<file path="src/rtl/ilv_pkg.sv">
package ilv_pkg;

    // Channel identity carried on the tag output.
    typedef enum logic {
        CH_A = 1'b0,
        CH_B = 1'b1
    } chan_e;

    localparam int NUM_CH = 2;

endpackage

</file>
<file path="src/rtl/ilv_phase_gen.sv">
// Divide-by-two toggle register; both channel strobes come from its two outputs.
module ilv_phase_gen (
    input  logic clk,
    input  logic rst_n,
    output logic strobe_a_o,
    output logic strobe_b_o
);

    typedef struct packed {
        logic tog;
    } phase_t;

    phase_t s_d, s_q;

    always_comb begin
        s_d     = s_q;
        s_d.tog = ~s_q.tog;
    end

    always_ff @(posedge clk or negedge rst_n) begin
        if (!rst_n) s_q <= '0;
        else        s_q <= s_d;
    end

    // Channel A uses the inverted output, so it owns the first cycle after reset.
    assign strobe_a_o = ~s_q.tog;
    assign strobe_b_o =  s_q.tog;

    a_r1_a_toggles: assert property (@(posedge clk) disable iff (!rst_n)
        strobe_a_o |=> !strobe_a_o);
    a_r1_b_toggles: assert property (@(posedge clk) disable iff (!rst_n)
        strobe_b_o |=> !strobe_b_o);

endmodule

</file>
<file path="src/rtl/ilv_chan_cap.sv">
// One channel: trims the word, saturates it and captures it on the channel's own strobe.
module ilv_chan_cap #(
    parameter int DATA_W = 12,
    parameter int TRIM_W = 8
) (
    input  logic              clk,
    input  logic              rst_n,
    input  logic              strobe_i,
    input  logic [DATA_W-1:0] data_i,
    input  logic [TRIM_W-1:0] trim_i,
    output logic [DATA_W-1:0] word_o,
    output logic              loaded_o
);

    localparam int SUM_W = DATA_W + 1;
    localparam logic [DATA_W-1:0] POS_LIM = {1'b0, {(DATA_W-1){1'b1}}};
    localparam logic [DATA_W-1:0] NEG_LIM = {1'b1, {(DATA_W-1){1'b0}}};

    typedef struct packed {
        logic [DATA_W-1:0] word;
        logic              loaded;
    } cap_t;

    cap_t s_d, s_q;

    logic [SUM_W-1:0]  ext_data;
    logic [SUM_W-1:0]  ext_trim;
    logic [SUM_W-1:0]  sum;
    logic [DATA_W-1:0] sat;

    always_comb begin
        ext_data = {data_i[DATA_W-1], data_i};
        ext_trim = {{(SUM_W-TRIM_W){trim_i[TRIM_W-1]}}, trim_i};
        sum      = ext_data + ext_trim;
        if (sum[SUM_W-1] != sum[SUM_W-2]) begin
            sat = sum[SUM_W-1] ? NEG_LIM : POS_LIM;
        end else begin
            sat = sum[DATA_W-1:0];
        end

        s_d = s_q;
        if (strobe_i) begin
            s_d.word   = sat;
            s_d.loaded = 1'b1;
        end
    end

    always_ff @(posedge clk or negedge rst_n) begin
        if (!rst_n) s_q <= '0;
        else        s_q <= s_d;
    end

    assign word_o   = s_q.word;
    assign loaded_o = s_q.loaded;

    a_r8_hold_off_strobe: assert property (@(posedge clk) disable iff (!rst_n)
        !strobe_i |=> $stable(word_o));

endmodule

</file>
<file path="src/rtl/ilv_merge.sv">
// Output stage: puts the two captured words back into time order.
module ilv_merge #(
    parameter int DATA_W = 12
) (
    input  logic              clk,
    input  logic              rst_n,
    input  logic              phase_i,
    input  logic [DATA_W-1:0] word_a_i,
    input  logic [DATA_W-1:0] word_b_i,
    input  logic              loaded_a_i,
    input  logic              loaded_b_i,
    output logic [DATA_W-1:0] word_o,
    output logic              tag_o,
    output logic              valid_o
);

    import ilv_pkg::*;

    typedef struct packed {
        logic [DATA_W-1:0] word;
        chan_e             tag;
        logic              valid;
    } out_t;

    out_t s_d, s_q;

    // When phase_i is high, channel B is sampling, so channel A's word was
    // captured at the edge just passed and is the next word in time order.
    always_comb begin
        s_d = s_q;
        if (phase_i) begin
            s_d.word  = word_a_i;
            s_d.tag   = CH_A;
            s_d.valid = loaded_a_i;
        end else begin
            s_d.word  = word_b_i;
            s_d.tag   = CH_B;
            s_d.valid = loaded_b_i;
        end
    end

    always_ff @(posedge clk or negedge rst_n) begin
        if (!rst_n) s_q <= '{word: '0, tag: CH_A, valid: 1'b0};
        else        s_q <= s_d;
    end

    assign word_o  = s_q.word;
    assign tag_o   = s_q.tag;
    assign valid_o = s_q.valid;

    a_r5_valid_sticky: assert property (@(posedge clk) disable iff (!rst_n)
        valid_o |=> valid_o);
    a_r3_first_is_a: assert property (@(posedge clk) disable iff (!rst_n)
        $rose(valid_o) |-> (tag_o == CH_A));
    a_r3_alternate: assert property (@(posedge clk) disable iff (!rst_n)
        (valid_o && $past(valid_o)) |-> (tag_o != $past(tag_o)));

endmodule

</file>
<file path="src/rtl/ilv_adc_merge.sv">
module ilv_adc_merge #(
    parameter int DATA_W = 12,
    parameter int TRIM_W = 8
) (
    input  logic              clk,
    input  logic              rst_n,
    output logic              strobe_a_o,
    output logic              strobe_b_o,
    input  logic [DATA_W-1:0] adc_a_i,
    input  logic [DATA_W-1:0] adc_b_i,
    input  logic [TRIM_W-1:0] trim_a_i,
    input  logic [TRIM_W-1:0] trim_b_i,
    output logic [DATA_W-1:0] word_o,
    output logic              tag_o,
    output logic              valid_o
);

    import ilv_pkg::*;

    logic [NUM_CH-1:0] strobe;
    logic [NUM_CH-1:0] loaded;
    logic [DATA_W-1:0] raw  [NUM_CH];
    logic [TRIM_W-1:0] trim [NUM_CH];
    logic [DATA_W-1:0] cap  [NUM_CH];

    ilv_phase_gen i_phase (
        .clk        (clk),
        .rst_n      (rst_n),
        .strobe_a_o (strobe[0]),
        .strobe_b_o (strobe[1])
    );

    assign raw[0]  = adc_a_i;
    assign raw[1]  = adc_b_i;
    assign trim[0] = trim_a_i;
    assign trim[1] = trim_b_i;

    for (genvar c = 0; c < NUM_CH; c++) begin : g_ch
        ilv_chan_cap #(
            .DATA_W (DATA_W),
            .TRIM_W (TRIM_W)
        ) i_cap (
            .clk      (clk),
            .rst_n    (rst_n),
            .strobe_i (strobe[c]),
            .data_i   (raw[c]),
            .trim_i   (trim[c]),
            .word_o   (cap[c]),
            .loaded_o (loaded[c])
        );
    end

    ilv_merge #(
        .DATA_W (DATA_W)
    ) i_merge (
        .clk        (clk),
        .rst_n      (rst_n),
        .phase_i    (strobe[1]),
        .word_a_i   (cap[0]),
        .word_b_i   (cap[1]),
        .loaded_a_i (loaded[0]),
        .loaded_b_i (loaded[1]),
        .word_o     (word_o),
        .tag_o      (tag_o),
        .valid_o    (valid_o)
    );

    assign strobe_a_o = strobe[0];
    assign strobe_b_o = strobe[1];

    // a channel A word on the output was sampled two cycles earlier, during A's strobe.
    a_r4_latency_a: assert property (@(posedge clk) disable iff (!rst_n)
        (valid_o && tag_o == CH_A) |-> $past(strobe_a_o, 2));
    a_r4_latency_b: assert property (@(posedge clk) disable iff (!rst_n)
        (valid_o && tag_o == CH_B) |-> $past(strobe_b_o, 2));

endmodule

</file>
<file path="config.mk">
export PLATFORM = sky130hd
export DESIGN_NAME = ilv_adc_merge
export DESIGN_NICKNAME = d
export VERILOG_FILES = /design/src/rtl/ilv_pkg.sv /design/src/rtl/ilv_phase_gen.sv /design/src/rtl/ilv_chan_cap.sv /design/src/rtl/ilv_merge.sv /design/src/rtl/ilv_adc_merge.sv
export SDC_FILE = /design/constraint.sdc
export NUM_CORES = 1
export LEC_CHECK = 0
export ABC_AREA = 0
export ABC_CLOCK_PERIOD_IN_PS = 1700
export CAP_MARGIN = 10
export CORE_MARGIN = 2
export CORE_UTILIZATION = 49
export DETAILED_ROUTE_END_ITERATION = 7
export PLACE_DENSITY = 0.78
export SYNTH_ARGS = -nofsm -noshare
export SYNTH_HDL_FRONTEND = slang
export SYNTH_SLANG_ARGS = --single-unit
</file>
<file path="constraint.sdc">
create_clock -name clk -period 1.7 [get_ports clk]
set_clock_uncertainty 0.1 [all_clocks]
set_input_delay 0.34 -clock clk [delete_from_list [all_inputs] [get_ports clk]]
set_output_delay 0.34 -clock clk [all_outputs]
set_load 0.1 [all_outputs]
</file>
# ---- After elaboration in Yosys (flattened, before gate mapping)
# Index checks and enable logic that the tools add are counted.
dict set report totals {
  regBits 41
  latch_bits 0
  ramBits 0
  romBits 0
  in_bits 42
  out_inout_bits 16
  wordCells 18
  mem_count 0
}
dict set report op_classes {
  add_sub_neg 2
  multipliers 0
  div_mod_pow 0
  order_cmp 0
  eq_ne 2
  shifts 0
  muxes 5
  bitwise 1
  reduce_logical 0
}
# op n
set ops {}
lappend ops {{$mux 12} 4}
lappend ops {{$add 12x8->13} 2}
lappend ops {{$mux 14} 1}
lappend ops {{$ne 1x1->1} 2}
lappend ops {{$not 1->1} 1}

# ---- Logic depth before layout (Yosys ltp)
dict set report depth {
  word_depth 3
  mapped_depth 10
  depth_no_buf 10
}

# ---- Cells and area by module
# A second synthesis with hierarchy kept.
dict set report hier_totals {
  cells_unflattened 305
  area_unflattened_um2 2803.9
}
# mod instances cells_each area_each_um2 seq_area_each_um2
set modules_own_cells {}
lappend modules_own_cells {{ilv_chan_cap at g_ch[0].i_cap} 1 137 1134.8 325.3}
lappend modules_own_cells {{ilv_chan_cap at g_ch[1].i_cap} 1 137 1128.6 325.3}
lappend modules_own_cells {ilv_merge 1 29 511.7 350.3}
lappend modules_own_cells {ilv_phase_gen 1 2 28.8 25.0}

# ---- Least setup slack after synthesis
# No wires, ideal clock.
dict set report synth_path {
  path_kind {reg-to-reg}
  startpoint {register i_merge.tag_o (netlist name)}
  endpoint {register i_merge.s_q (netlist bit i_merge.word_o[10])}
  setup_ps 123
  t_arrival_ps 2429
  required_ps 1477
  slack_ps -952
  stages_incl_launch_ff 5
  path_buffers 1
  synth_period_minus_slack_ps 2652
  path_cell_list {dfrtp_1 -> clkinv_1 -> clkbuf_1 -> nand2_1 -> nand2_1}
}
# item line_no
set synth_rtl {}
lappend synth_rtl {{end signal: assignment} ilv_merge.sv:43} ;# if (!rst_n) s_q <= '{word: '0, tag: CH_A, valid: 1'b0};
lappend synth_rtl {{end: declaration} ilv_merge.sv:25} ;# out_t s_d, s_q;

# ---- Worst setup path after layout
dict set report layout_path {
  startpoint {input port trim_a_i[1]}
  endpoint {register g_ch[0].i_cap.s_q (netlist bit g_ch[0].i_cap.word_o[10])}
}
dict set report layout_via {
  elab_chain_cells 3
  elab_cells_between_ends 4
  cone_classes {add/sub: 1; eq/ne: 1; mux: 2}
}
# item line_no
set layout_rtl {}
lappend layout_rtl {{start: declaration} ilv_adc_merge.sv:11} ;# input logic [TRIM_W-1:0] trim_a_i,
lappend layout_rtl {{$add 12x8->13 (*)} ilv_chan_cap.sv:34} ;# sum = ext_data + ext_trim;
lappend layout_rtl {{$mux 12 or $ne 1x1->1 (tied branches)} {ilv_chan_cap.sv:36, ilv_chan_cap.sv:35}}
lappend layout_rtl {{$mux 12 (*)} ilv_chan_cap.sv:35} ;# if (sum[SUM_W-1] != sum[SUM_W-2]) begin
lappend layout_rtl {{end signal: assignment} ilv_chan_cap.sv:49} ;# if (!rst_n) s_q <= '0;
lappend layout_rtl {{end signal: assignment} ilv_chan_cap.sv:50} ;# else s_q <= s_d;
lappend layout_rtl {{end: declaration} ilv_chan_cap.sv:24} ;# cap_t s_d, s_q;
# Mark *: on every way between the ends. The rest lies on a longest branch, timed or not.
# A chain may end at the register's enable or synchronous reset.

==> summary.txt <==
Lkg Pwr: 2.13 nW
Area Overhead vs Synth: 83.1%
root buf cell: clkbuf_8
worst-margin pin slew: 0.449 ns
grt total ovfl: 0
Mapped Cells: 285
Largest stage delay, worst path: 0.40 ns
clk_lat worst skew: 0.31 ns
dpl ws: -1.37 ns
first-pass GRT wire length: 18.4 mm
final instance area: 0.00487 mm²
setup TNS: -14.93 ns
FF+latch area: 0.00100 mm²
H-tree Lvls: 2
# setup viols final: 25
area of the multi-input gates: 0.00223 mm²
initial antenna violation count: 0
share of layout cells above drive strength 1: 0.535
flops & latches, synth: 40
sequential area share after synthesis: 0.376
failing checks: negative setup slack
Worst path slowest cell: fa_2
Inst Count DP: 481
Die W: 77.7 µm
maximum vdd drop: 0.799 mV
hold_sp: adc_b_i[0]
CP startpoint kind: input port
# DRC: 0
vias per cell: 6.87
combinational power share: 0.539
core footprint: 0.00517 mm²
final period utilization: 1.42
crit path from: trim_a_i[1]
Initial DRT Pass Iterations: 6
sw frac: 0.427
final wirelength: 13.7 mm
all-layer global routing usage: 0.402
Starting DRT DRC Count: 378
fmax: 0.413 GHz
gp weighted congestion: 0.861
largest net degree at the start of global routing: 25
Post-synth EDFFs: 0
Hold Violations, Final: 0
Worst Path Buf+Inv: 3
Syn Area/Cell: 9.33 µm²
placed cell areas: 0.00420 mm²
number of global-route vias before repair: 3507
sequence of cells on the critical path: buf_2, inv_2, fa_2, nor2b_2, o211ai_1, a31oi_2, a21oi_2, buf_6, mux2i_4, nand2_2, o211ai_1
r2r startpoint: i_merge.tag_o
Critical Path Sink Type: flip-flop
Top FF cell, synth: dfrtp_1
Hold Path Class: input port to flip-flop
crit-path max FO: 4
Net Count, Synth: 353
unrepaired setup endpoints after global routing: true
Synth Cell Area: 0.00266 mm²
HPWL after DPL: 5.90 mm
CTS tree: done
Num CTS Buffers: 5
Max Root-Sink Buffers: 2
Final Non-Filler Cells: 504
Power Dens Cells: 945 mW/mm²
Worst-path clk slew: 0.09 ns
clock share of power: 0.181
Reg power frac: 0.280
Final ANT Viol Nets: 0
WP data required: 1.81 ns
CP top delay family: compound AO/OA/AOI/OAI gates
number of synthesis warnings: 0
post-layout min period: 2.42 ns
cell mode on critical path: o211ai_1
starting density of the core: 0.514
row count: 26
total clock sinks: 40
P_int: 0.00264 W
crit path DAT: 2.53 ns
Psw: 0.00197 W
status: finished with violations
Die ar.: 0.00603 mm²
ys async rst share: 1.00
DR WL/cell: 27.3 µm
distinct cell type count after synthesis: 51
die height: 77.7 µm
Vias: 3463
nets: 501
Max Cap Viol: 0
max-slew violations: 0
Ports: 58
Slew HR: 0.701
port buffer count: 57
ANT cells: 0
FILL cells: 125
Setup CP Type: input port to flip-flop
Worst Slack Setup Final: -0.720 ns
==> worst reg2reg max path: cells and delay by family (launching register included) <==
kind / cells / cell delay, ns
simple gates: 1 / 0.07
compound gates: 2 / 0.34
buf+inv: 3 / 0.57
flops: 1 / 0.43
==> synth_stat cells, types with 2 or more instances <==
cell	instances	area [µm²]
o211ai_1	9	67.6
o21bai_1	3	22.5
dfrtp_1	40	1000
nor2b_1	5	31.3
inv_1	10	37.5
nand3_1	4	20.0
a22o_1	2	17.5
o41ai_1	2	17.5
o21ai_0	22	110
nor4_1	2	12.5
a21o_1	7	52.6
a31oi_1	3	18.8
o21a_1	2	15.0
or2_2	4	25.0
clkbuf_1	3	11.3
fa_1	2	40.0
nor2_1	20	75.1
ha_1	24	300
nor4b_1	2	17.5
a211oi_1	3	22.5
and2b_2	2	17.5
a21oi_1	20	100
xor2_1	6	52.6
a21boi_0	2	15.0
xnor2_1	10	87.6
mux2_2	4	45.0
o31ai_1	2	15.0
nand2_1	42	158
nand2b_1	6	37.5
==> layout make-up <==
type,count,area share
timing repair buffer,144,0.285
clock inverter,3,0.00951
clock buffer,5,0.0141
multi-input combinational,231,0.459
tap,70,0.0180
inverter,11,0.00848
sequential,40,0.206
==> sequential cells by signal, summed over array words and instances, names as in the netlist <==
| register | count |
|---|---|
| g_ch.i_cap.loaded_o | 2 |
| g_ch.i_cap.word_o | 24 |
| i_merge.tag_o | 1 |
| i_merge.valid_o | 1 |
| i_merge.word_o | 12 |
==> stage by stage <==
stage / total power (W) / utilization / hold slack [ns]
after global routing: 0.00469 / 0.941 / 0.379
after detailed placement: 0.00321 / 0.812 / 0.189
after CTS: 0.00418 / 0.916 / 0.328
after global placement: 0.00315 / 0.812 / 0.185
after floorplan: 0.00237 / - / -0.0556
final: 0.00460 / 0.941 / 0.368
==> final timing paths <==
check                                            to  slack, ns  cells past startpoint
min in group asynchronous         i_merge.word_o[1]       0.41                      2
hold / removal              g_ch[1].i_cap.word_o[0]       0.37                      4
hold reg to reg              g_ch[1].i_cap.loaded_o       0.40                      1
setup / recovery           g_ch[0].i_cap.word_o[10]      -0.72                     11
max in group asynchronous             i_merge.tag_o       0.60                      3
setup reg to reg            g_ch[1].i_cap.word_o[3]       0.14                      6
==> metal layers <==
layer  routed length (µm)  global-route usage
met2                 6360               0.708
met5                    0                   0
met4                 1620               0.293
met3                 1470              0.0791
met1                 4290               0.424
==> layout by cell type, fill, tap and decap left out, types with 3 or more instances in the layout <==
cell	netlist	final
a211oi_2	1	3
a21o_1	7	7
a21oi_1	20	10
a21oi_2	0	6
a21oi_4	0	4
buf_12	0	17
buf_2	0	10
buf_4	1	72
buf_6	0	17
buf_8	0	3
clkbuf_2	0	4
clkbuf_8	0	5
clkdlybuf4s15_1	0	7
dfrtp_1	40	39
dlygate4sd2_1	0	10
ha_2	0	3
ha_4	0	19
inv_1	10	5
inv_2	0	5
mux2_2	4	3
nand2_1	42	40
nand2b_1	6	4
nor2_1	20	15
nor2_4	0	3
nor2b_1	5	4
o211ai_1	9	9
o21ai_0	22	6
o21ai_1	0	5
o21ai_2	0	11
o21bai_1	3	3
xnor2_1	10	10
xor2_1	6	6
==> cells by family (layout without fill, tap and decap cells) <==
family                     after synthesis  in the layout  synth area share
AOI/OAI and AO/OA                       87             87             0.224
xor gates and xnor gates                16             16            0.0527
adders and majority gates               27             27             0.132
buffers and inverters                   15            163            0.0226
DFF                                     40             40             0.376
muxes                                    5              5            0.0207
and+or+nand+nor                         95             96             0.172
==> repair_timing <==
item	in CTS	in global routing
gates resized for setup	179	41
hold buffers	1	0
cloned	1	1
pin swaps	73	29
hold endpoints to repair	17	0
setup buffers	9	4
setup endpoints to repair	24	27
==> power groups by stage <==
| stage | logic [W] | registers, W | clock network (W) |
|---|---|---|---|
| final | 0.00248 | 0.00129 | 0.000835 |
| after global routing | 0.00254 | 0.00130 | 0.000852 |
| after CTS | 0.00214 | 0.00126 | 0.000787 |
| after detailed placement | 0.00194 | 0.00127 | 0 |
| after global placement | 0.00189 | 0.00127 | 0 |
| after floorplan | 0.000657 | 0.00171 | 0 |
Note: power is estimated with default switching activity, not from simulation.
